==> config.mk <==
export PLATFORM = sky130hd
export DESIGN_NAME = opnd_fwd_sel
export DESIGN_NICKNAME = d
export VERILOG_FILES = /design/src/rtl/fwdsel_pkg.sv /design/src/rtl/fwdsel_ctrl.sv /design/src/rtl/fwdsel_dpath.sv /design/src/rtl/opnd_fwd_sel.sv
export SDC_FILE = /design/constraint.sdc
export NUM_CORES = 1
export LEC_CHECK = 0
export BUFFER_PORTS_ARGS = -buffer_cell sky130_fd_sc_hd__buf_4
export CAP_MARGIN = 15
export CORE_AREA = 2 2 184 186
export CTS_CLUSTER_DIAMETER = 50
export DETAILED_ROUTE_END_ITERATION = 10
export DIE_AREA = 0 0 186 188
export PLACE_DENSITY = 0.51
export SLEW_MARGIN = 5
export SYNTH_ARGS = -nofsm -noshare
export SYNTH_HDL_FRONTEND = slang
export SYNTH_HIERARCHICAL = 1
export SYNTH_SLANG_ARGS = --single-unit
==> constraint.sdc <==
create_clock -name clk -period 2.4 [get_ports clk]
set_input_delay 0.12 -clock clk [delete_from_list [all_inputs] [get_ports clk]]
set_output_delay 0.12 -clock clk [all_outputs]
set_load 0.01 [all_outputs]
==> src/rtl/fwdsel_pkg.sv <==
package fwdsel_pkg;
  localparam int NUM_PATHS = 5;
  localparam int SEL_W = $clog2(NUM_PATHS);

  // one-hot pick index doubles as the select code
  typedef enum logic [SEL_W-1:0] {
    SEL_RF    = 3'd0,
    SEL_INT_E = 3'd1,
    SEL_FP_E4 = 3'd2,
    SEL_INT_W = 3'd3,
    SEL_FP_W  = 3'd4
  } fwdSel_e;

  typedef struct packed {
    logic [NUM_PATHS-1:0] pick;
    logic                 ready;
  } slotStrobe_t;
endpackage

==> src/rtl/fwdsel_ctrl.sv <==
module fwdsel_ctrl
  import fwdsel_pkg::*;
#(
  parameter int NUM_SRC     = 4,
  parameter int REG_W       = 5,
  parameter int PEND_STAGES = 3
) (
  input  logic                         clk,
  input  logic                         rstN,
  input  logic [NUM_SRC-1:0]           srcVld,
  input  logic [NUM_SRC*REG_W-1:0]     srcReg,
  input  logic                         intEVld,
  input  logic [REG_W-1:0]             intEDst,
  input  logic [PEND_STAGES-1:0]       fpPendVld,
  input  logic [PEND_STAGES*REG_W-1:0] fpPendDst,
  input  logic                         fpE4Vld,
  input  logic [REG_W-1:0]             fpE4Dst,
  input  logic                         intWVld,
  input  logic [REG_W-1:0]             intWDst,
  input  logic                         fpWVld,
  input  logic [REG_W-1:0]             fpWDst,
  output slotStrobe_t                  strobe [NUM_SRC]
);

  for (genvar s = 0; s < NUM_SRC; s++) begin : g_slot
    logic [REG_W-1:0]       regNum;
    logic                   active;
    logic [PEND_STAGES-1:0] pendHit;
    logic                   hitE, hitE4, hitIW, hitFW;
    slotStrobe_t            stb;

    assign regNum = srcReg[s*REG_W +: REG_W];
    assign active = srcVld[s] && (regNum != '0);

    for (genvar p = 0; p < PEND_STAGES; p++) begin : g_pend
      assign pendHit[p] = fpPendVld[p] && (fpPendDst[p*REG_W +: REG_W] == regNum);
    end

    assign hitE  = intEVld && (intEDst == regNum);
    assign hitE4 = fpE4Vld && (fpE4Dst == regNum);
    assign hitIW = intWVld && (intWDst == regNum);
    assign hitFW = fpWVld  && (fpWDst  == regNum);

    always_comb begin
      stb.pick  = '0;
      stb.ready = 1'b1;
      if (!active) begin
        stb.pick[SEL_RF] = 1'b1;
      end else if (|pendHit) begin
        stb.pick[SEL_RF] = 1'b1;
        stb.ready        = 1'b0;
      end else if (hitE) begin
        stb.pick[SEL_INT_E] = 1'b1;
      end else if (hitE4) begin
        stb.pick[SEL_FP_E4] = 1'b1;
      end else if (hitIW) begin
        stb.pick[SEL_INT_W] = 1'b1;
      end else if (hitFW) begin
        stb.pick[SEL_FP_W] = 1'b1;
      end else begin
        stb.pick[SEL_RF] = 1'b1;
      end
    end

    assign strobe[s] = stb;
  end

  // two execute-stage producers writing one register means the hazard unit let a WAW through
  AST_NO_DUAL_EXEC_DST: assert property (@(posedge clk) disable iff (!rstN)
    !(intEVld && fpE4Vld && (intEDst == fpE4Dst) && (intEDst != '0)));

endmodule

==> src/rtl/fwdsel_dpath.sv <==
module fwdsel_dpath
  import fwdsel_pkg::*;
#(
  parameter int NUM_SRC = 4,
  parameter int DATA_W  = 32
) (
  input  logic                      clk,
  input  logic                      rstN,
  input  slotStrobe_t               strobe [NUM_SRC],
  input  logic [NUM_SRC*DATA_W-1:0] rfData,
  input  logic [DATA_W-1:0]         intEData,
  input  logic [DATA_W-1:0]         fpE4Data,
  input  logic [DATA_W-1:0]         intWData,
  input  logic [DATA_W-1:0]         fpWData,
  output logic [NUM_SRC*DATA_W-1:0] opData,
  output logic [NUM_SRC*SEL_W-1:0]  opSel,
  output logic [NUM_SRC-1:0]        opReady
);

  for (genvar s = 0; s < NUM_SRC; s++) begin : g_slot
    logic [DATA_W-1:0] paths [NUM_PATHS];
    logic [DATA_W-1:0] muxed;
    logic [SEL_W-1:0]  code;

    assign paths[SEL_RF]    = rfData[s*DATA_W +: DATA_W];
    assign paths[SEL_INT_E] = intEData;
    assign paths[SEL_FP_E4] = fpE4Data;
    assign paths[SEL_INT_W] = intWData;
    assign paths[SEL_FP_W]  = fpWData;

    always_comb begin
      muxed = '0;
      code  = '0;
      for (int k = 0; k < NUM_PATHS; k++) begin
        muxed = muxed | (paths[k] & {DATA_W{strobe[s].pick[k]}});
        code  = code  | (strobe[s].pick[k] ? SEL_W'(k) : '0);
      end
    end

    always_ff @(posedge clk) begin
      if (!rstN) begin
        opData[s*DATA_W +: DATA_W] <= '0;
        opSel[s*SEL_W +: SEL_W]    <= '0;
        opReady[s]                 <= 1'b0;
      end else begin
        opData[s*DATA_W +: DATA_W] <= muxed;
        opSel[s*SEL_W +: SEL_W]    <= code;
        opReady[s]                 <= strobe[s].ready;
      end
    end

    AST_PICK_ONEHOT: assert property (@(posedge clk) disable iff (!rstN)
      $onehot(strobe[s].pick));
  end

endmodule

==> src/rtl/opnd_fwd_sel.sv <==
module opnd_fwd_sel
  import fwdsel_pkg::*;
#(
  parameter int LANES        = 2,
  parameter int SRC_PER_LANE = 2,
  parameter int REG_W        = 5,
  parameter int DATA_W       = 32,
  parameter int PEND_STAGES  = 3,
  localparam int NUM_SRC     = LANES * SRC_PER_LANE
) (
  input  logic                         clk,
  input  logic                         rstN,
  input  logic [NUM_SRC-1:0]           srcVld,
  input  logic [NUM_SRC*REG_W-1:0]     srcReg,
  input  logic [NUM_SRC*DATA_W-1:0]    rfData,
  input  logic                         intEVld,
  input  logic [REG_W-1:0]             intEDst,
  input  logic [DATA_W-1:0]            intEData,
  input  logic [PEND_STAGES-1:0]       fpPendVld,
  input  logic [PEND_STAGES*REG_W-1:0] fpPendDst,
  input  logic                         fpE4Vld,
  input  logic [REG_W-1:0]             fpE4Dst,
  input  logic [DATA_W-1:0]            fpE4Data,
  input  logic                         intWVld,
  input  logic [REG_W-1:0]             intWDst,
  input  logic [DATA_W-1:0]            intWData,
  input  logic                         fpWVld,
  input  logic [REG_W-1:0]             fpWDst,
  input  logic [DATA_W-1:0]            fpWData,
  output logic [NUM_SRC*DATA_W-1:0]    opData,
  output logic [NUM_SRC*SEL_W-1:0]     opSel,
  output logic [NUM_SRC-1:0]           opReady
);

  slotStrobe_t strobe [NUM_SRC];

  fwdsel_ctrl #(
    .NUM_SRC(NUM_SRC), .REG_W(REG_W), .PEND_STAGES(PEND_STAGES)
  ) u_ctrl (
    .clk(clk), .rstN(rstN), .srcVld(srcVld), .srcReg(srcReg),
    .intEVld(intEVld), .intEDst(intEDst),
    .fpPendVld(fpPendVld), .fpPendDst(fpPendDst),
    .fpE4Vld(fpE4Vld), .fpE4Dst(fpE4Dst),
    .intWVld(intWVld), .intWDst(intWDst),
    .fpWVld(fpWVld), .fpWDst(fpWDst),
    .strobe(strobe)
  );

  fwdsel_dpath #(
    .NUM_SRC(NUM_SRC), .DATA_W(DATA_W)
  ) u_dpath (
    .clk(clk), .rstN(rstN), .strobe(strobe), .rfData(rfData),
    .intEData(intEData), .fpE4Data(fpE4Data),
    .intWData(intWData), .fpWData(fpWData),
    .opData(opData), .opSel(opSel), .opReady(opReady)
  );

  for (genvar s = 0; s < NUM_SRC; s++) begin : g_chk
    AST_IDLE_SRC_READY: assert property (@(posedge clk) disable iff (!rstN)
      ($past(rstN) && $past(!srcVld[s] || (srcReg[s*REG_W +: REG_W] == '0)))
      |-> (opReady[s] && (opSel[s*SEL_W +: SEL_W] == '0)));

    AST_EXEC_FWD_DATA: assert property (@(posedge clk) disable iff (!rstN)
      ($past(rstN) && (opSel[s*SEL_W +: SEL_W] == SEL_INT_E))
      |-> (opData[s*DATA_W +: DATA_W] == $past(intEData)));

    for (genvar p = 0; p < PEND_STAGES; p++) begin : g_pend
      AST_PENDING_HOLDS: assert property (@(posedge clk) disable iff (!rstN)
        ($past(rstN) && $past(srcVld[s] && (srcReg[s*REG_W +: REG_W] != '0)
           && fpPendVld[p] && (fpPendDst[p*REG_W +: REG_W] == srcReg[s*REG_W +: REG_W])))
        |-> !opReady[s]);
    end
  end

endmodule

* Yosys cells after proc, flatten, opt, wreduce, memory -nomap -nowiden *
Cells that the tools add are included.

storage, ports and cells
  ROM bits = 0
  output and inout bits = 144
  register bits = 144
  logic and storage cells = 212
  memories = 0
  bits in latches = 0
  input bits = 324
  RAM bits = 0

cells by class
  add/sub/neg operators = 0
  multiplexer cells = 84
  multiply operators = 0
  bitwise logic cells = 48
  equal/unequal tests = 28
  magnitude comparators = 0
  shift operators = 0
  reduce and logical (&&, ||, !) cells = 40
  div/mod/pow operators = 0

operators with widths
  cell                 number
  bitwise AND 32 bit   20
  bitwise OR 32 bit    16
  equality test 5 bit  28
  2-to-1 mux 1 bit     56
  bitwise OR 3 bit     12
  logical AND 1 bit    32
  2-to-1 mux 4 bit     8
  2-to-1 mux 2 bit     12
  2-to-1 mux 3 bit     8
  nonzero test 5 bit   4
  OR reduction 3 bit   4

* Depth between registers and ports, before layout *
  word-level depth = 13
  depth in mapped cells = 10
  gate-level depth less buffers = 7

* Cells and area by module *
The synthesis kept the hierarchy.

modules (own cells, without submodules)
  module        instances  area an instance (sq um)  cells an instance  seq. area each (sq um)
  fwdsel_dpath  1          6754.0                    636                2882.8
  fwdsel_ctrl   1          2064.5                    275                0.0

* Worst setup path after synthesis *
OpenSTA, ideal clock, no wires.

  kind = input port to flip-flop
  start point = input srcReg[6]
  end point = register u_dpath.opData[49]
  setup time = 130 ps
  arrival time = 1876 ps
  setup slack = 394 ps
  path buffers = 3
  data required time = 2270 ps
  cell stages on the path = 9
  path through = buf_2 or4_1 o21ai_0 nor3_1 and3b_1 buf_2 buf_2 a222oi_1 a21boi_1

RTL lines
  element                          line                text
  from (decl)                      opnd_fwd_sel.sv:14  input logic [NUM_SRC*REG_W-1:0] srcReg,
  to (signal, indexed assignment)  fwdsel_dpath.sv:46  opData[s*DATA_W +: DATA_W] <= muxed;
  to (decl)                        fwdsel_dpath.sv:15  output logic [NUM_SRC*DATA_W-1:0] opData,

==> results.cfg <==
[final_layout]
fin_util_pct = 46.14
layout_common_cells = 513 x buf_4, 144 x dlygate4sd3_1, 144 x dfxtp_1, 128 x a222oi_1, 128 x a22oi_1
nFillCells = 3240
nets = 1824
final-seq-area_um2 = 2883
layout_commonest_cell = buf_4
multi_input_area_um2 = 5361
area_delta_synth_final_pct = 73.25
final_cells = 1963
drive_above_1_share_pct = 40.38

[placement]
numPortBuffers = 467
place_congestion = 0.8987
place_inst = 1784
dpl.hpwl_um = 36990

[worst_setup_path]
worstPathRequired_ns = 2.73
critPathLaunchType = input port
crit_path_end = u_dpath/opData[67]
endpoint_kind = flop
criticalPathCategory = in -> reg
arrival_ns = 2.68
crit_fanout = 23
crit_start = srcReg[14]

[detailed_routing]
wl_per_cell_um = 26.36
drt_iter0_drc = 1500
via_per_inst = 5.690
dr.pass1.iters = 11
ant_nets = 0
drc = 0
num_vias = 11170
wirelength_um = 51740

[synthesis]
synthArstFlopShare_pct = 0
ys_ff_latch = 144
postSynthCellCount = 911
avgSynthCellArea_um2 = 9.680
ys_dominant_reg_cell = dfxtp_1
syn-num-nets = 1235
syn_area_um2 = 8818
yosysSeqAreaShare_pct = 32.69
yosysWarnings = 6
synth_edf_count = 0
synth.distinct_cells = 44

[clocking]
cts_tree = yes
clk_path_buf_depth = 2
clk_pin_slew_worst_paths_ns = 0.07
cts-buffers-inserted = 17
cts_sinks = 144
cts-root-buf = clkbuf_16
htree_levels = 4

[floorplan]
num_rows = 67
coreArea_um2 = 33110
start_util_pct = 26.63
ioPinCount = 468
dieHeight_um = 188
dieArea_um2 = 34970
die_w_um = 186

[sta]
slew_violations = 0
worst_pin_slew_ns = 0.6043
hold_violations = 0
setup_viol = 0
max_freq_mhz = 425.7
tns_ns = 0
slew_headroom_pct = 59.71
min_period_over_period_pct = 97.87
finalCriticalPeriod_ns = 2.349

[grt]
grt_max_degree = 57
track_usage_pct = 28.21
antenna_found_initial = 3
grt_pass1_vias = 11460
grt_pass1_wl_um = 73020
overflow = 0

[run]
max_cap_viol_count = 0

[hold_path]
hold_class = in -> reg

[outcome]
outcome = finished clean

[power_and_ir_drop]
p_leak_nw = 6.457
peakVddDrop_mv = 0.3701
powerDensity_nw_per_um2 = 481.7
==> logic make-up (layout without fill, tap and decap cells) <==
| group | Yosys count | count (layout) | share of synthesized area (%) |
|---|---|---|---|
| AOI/OAI and AO/OA | 410 | 410 | 38.44 |
| xor gates and xnor gates | 140 | 140 | 13.90 |
| buffers and inverters | 121 | 723 | 8.300 |
| DFF | 144 | 144 | 32.69 |
| other | 0 | 2 | 0 |
| and+or+nand+nor | 96 | 96 | 6.669 |
==> report_power, final <==
part           switching, mW  leakage, nW  internal (mW)
logic                  0.907         4.97           1.08
registers             0.0506         1.20           2.54
clock network           1.22        0.286           1.56
total                   2.18         6.46           5.18
==> Yosys cell counts, types with 2 or more instances <==
library cell	count	area (µm²)
inv_1	3	11.26
a31oi_1	2	12.51
o21a_1	8	60.06
a21boi_1	116	870.8
nor3_1	5	25.02
o22ai_1	4	25.02
clkbuf_1	10	37.54
or4_1	4	30.03
and2_1	9	56.30
and3_1	15	93.84
a21boi_0	12	90.09
a22oi_1	128	960.9
buf_4	15	112.6
clkbuf_2	6	30.03
buf_2	72	360.4
dfxtp_1	144	2883
or2_2	2	12.51
nand2_1	10	37.54
buf_6	12	135.1
o21ai_0	4	20.02
buf_8	3	45.04
a222oi_1	128	1281
xor2_1	80	700.7
o21bai_1	3	22.52
xnor2_1	60	525.5
nor2_1	5	18.77
nor4_1	21	131.4
nand3_1	7	35.03
nand4_1	8	50.05
==> sequential cells by signal, indices dropped and copies added, names as in the netlist <==
| register | cells |
|---|---|
| u_dpath/opReady | 4 |
| u_dpath/opSel | 12 |
| u_dpath/opData | 128 |
==> worst min path at each step <==
stage / end / cells after the start / start / slack (ns)
floorplan: u_dpath/opData[100] / 2 / rfData[100] / 0.30
global placement: u_dpath/opData[107] / 3 / rfData[107] / 0.39
detailed placement: u_dpath/opData[108] / 3 / rfData[108] / 0.40
CTS: u_dpath/opData[94] / 3 / intEData[30] / 0.0001
global route: u_dpath/opData[51] / 3 / rfData[51] / 0.01
finish: u_dpath/opData[52] / 3 / rfData[52] / 0.004
==> timing repair <==
| item | CTS | global route |
|---|---|---|
| hold buffers | 144 | 0 |
| setup buffers | 0 | 1 |
| resized for setup | 0 | 23 |
| setup endpoints to repair | 0 | 26 |
| endpoints found under the hold margin | 100 | 0 |
==> final cells by class <==
cell class / count / share of cell area, %
sequential: 144 / 18.87
multi-input combinational: 646 / 35.09
tap: 448 / 3.669
timing repair buffer: 688 / 38.36
clock inverter: 15 / 1.122
inverter: 3 / 0.07370
clock buffer: 17 / 2.784
antenna: 2 / 0.03276
==> metrics by stage <==
step / instance area (µm²) / power, mW / hold WS (ns) / setup WS [ns]
final: 15280 / 7.360 / 0.004424 / 0.05112
after global routing: 15280 / 7.599 / 0.01152 / -0.003342
after CTS: 15170 / 7.356 / 0.0001291 / 0.01631
after detailed placement: 13130 / 4.373 / 0.4037 / -0.1826
after global placement: 13130 / 4.366 / 0.3930 / -0.1560
after floorplan: 8818 / 3.302 / 0.3022 / 0.3937
==> routing by layer <==
metal	GRT usage (%)	share of wire, %	up-vias	routed length [µm]
met5	0	0	-	0
met4	11.87	3.4	0	1736
met3	5.205	9.6	118	4948
met2	47.40	48	803	24810
met1	35.12	39	5391	20250
li1	-	-	4858	-
==> worst max-delay path: stages <==
cell           delay, ns
buf_4               0.14
xor2_1              0.17
nor4_1              0.08
and3_4              0.17
or3_4               0.40
buf_4               0.17
a31o_4              0.23
buf_12              0.16
a222oi_1            0.34
dlygate4sd3_1       0.61
a21boi_1            0.06
No activity file was read; power rests on OpenSTA's default activity.
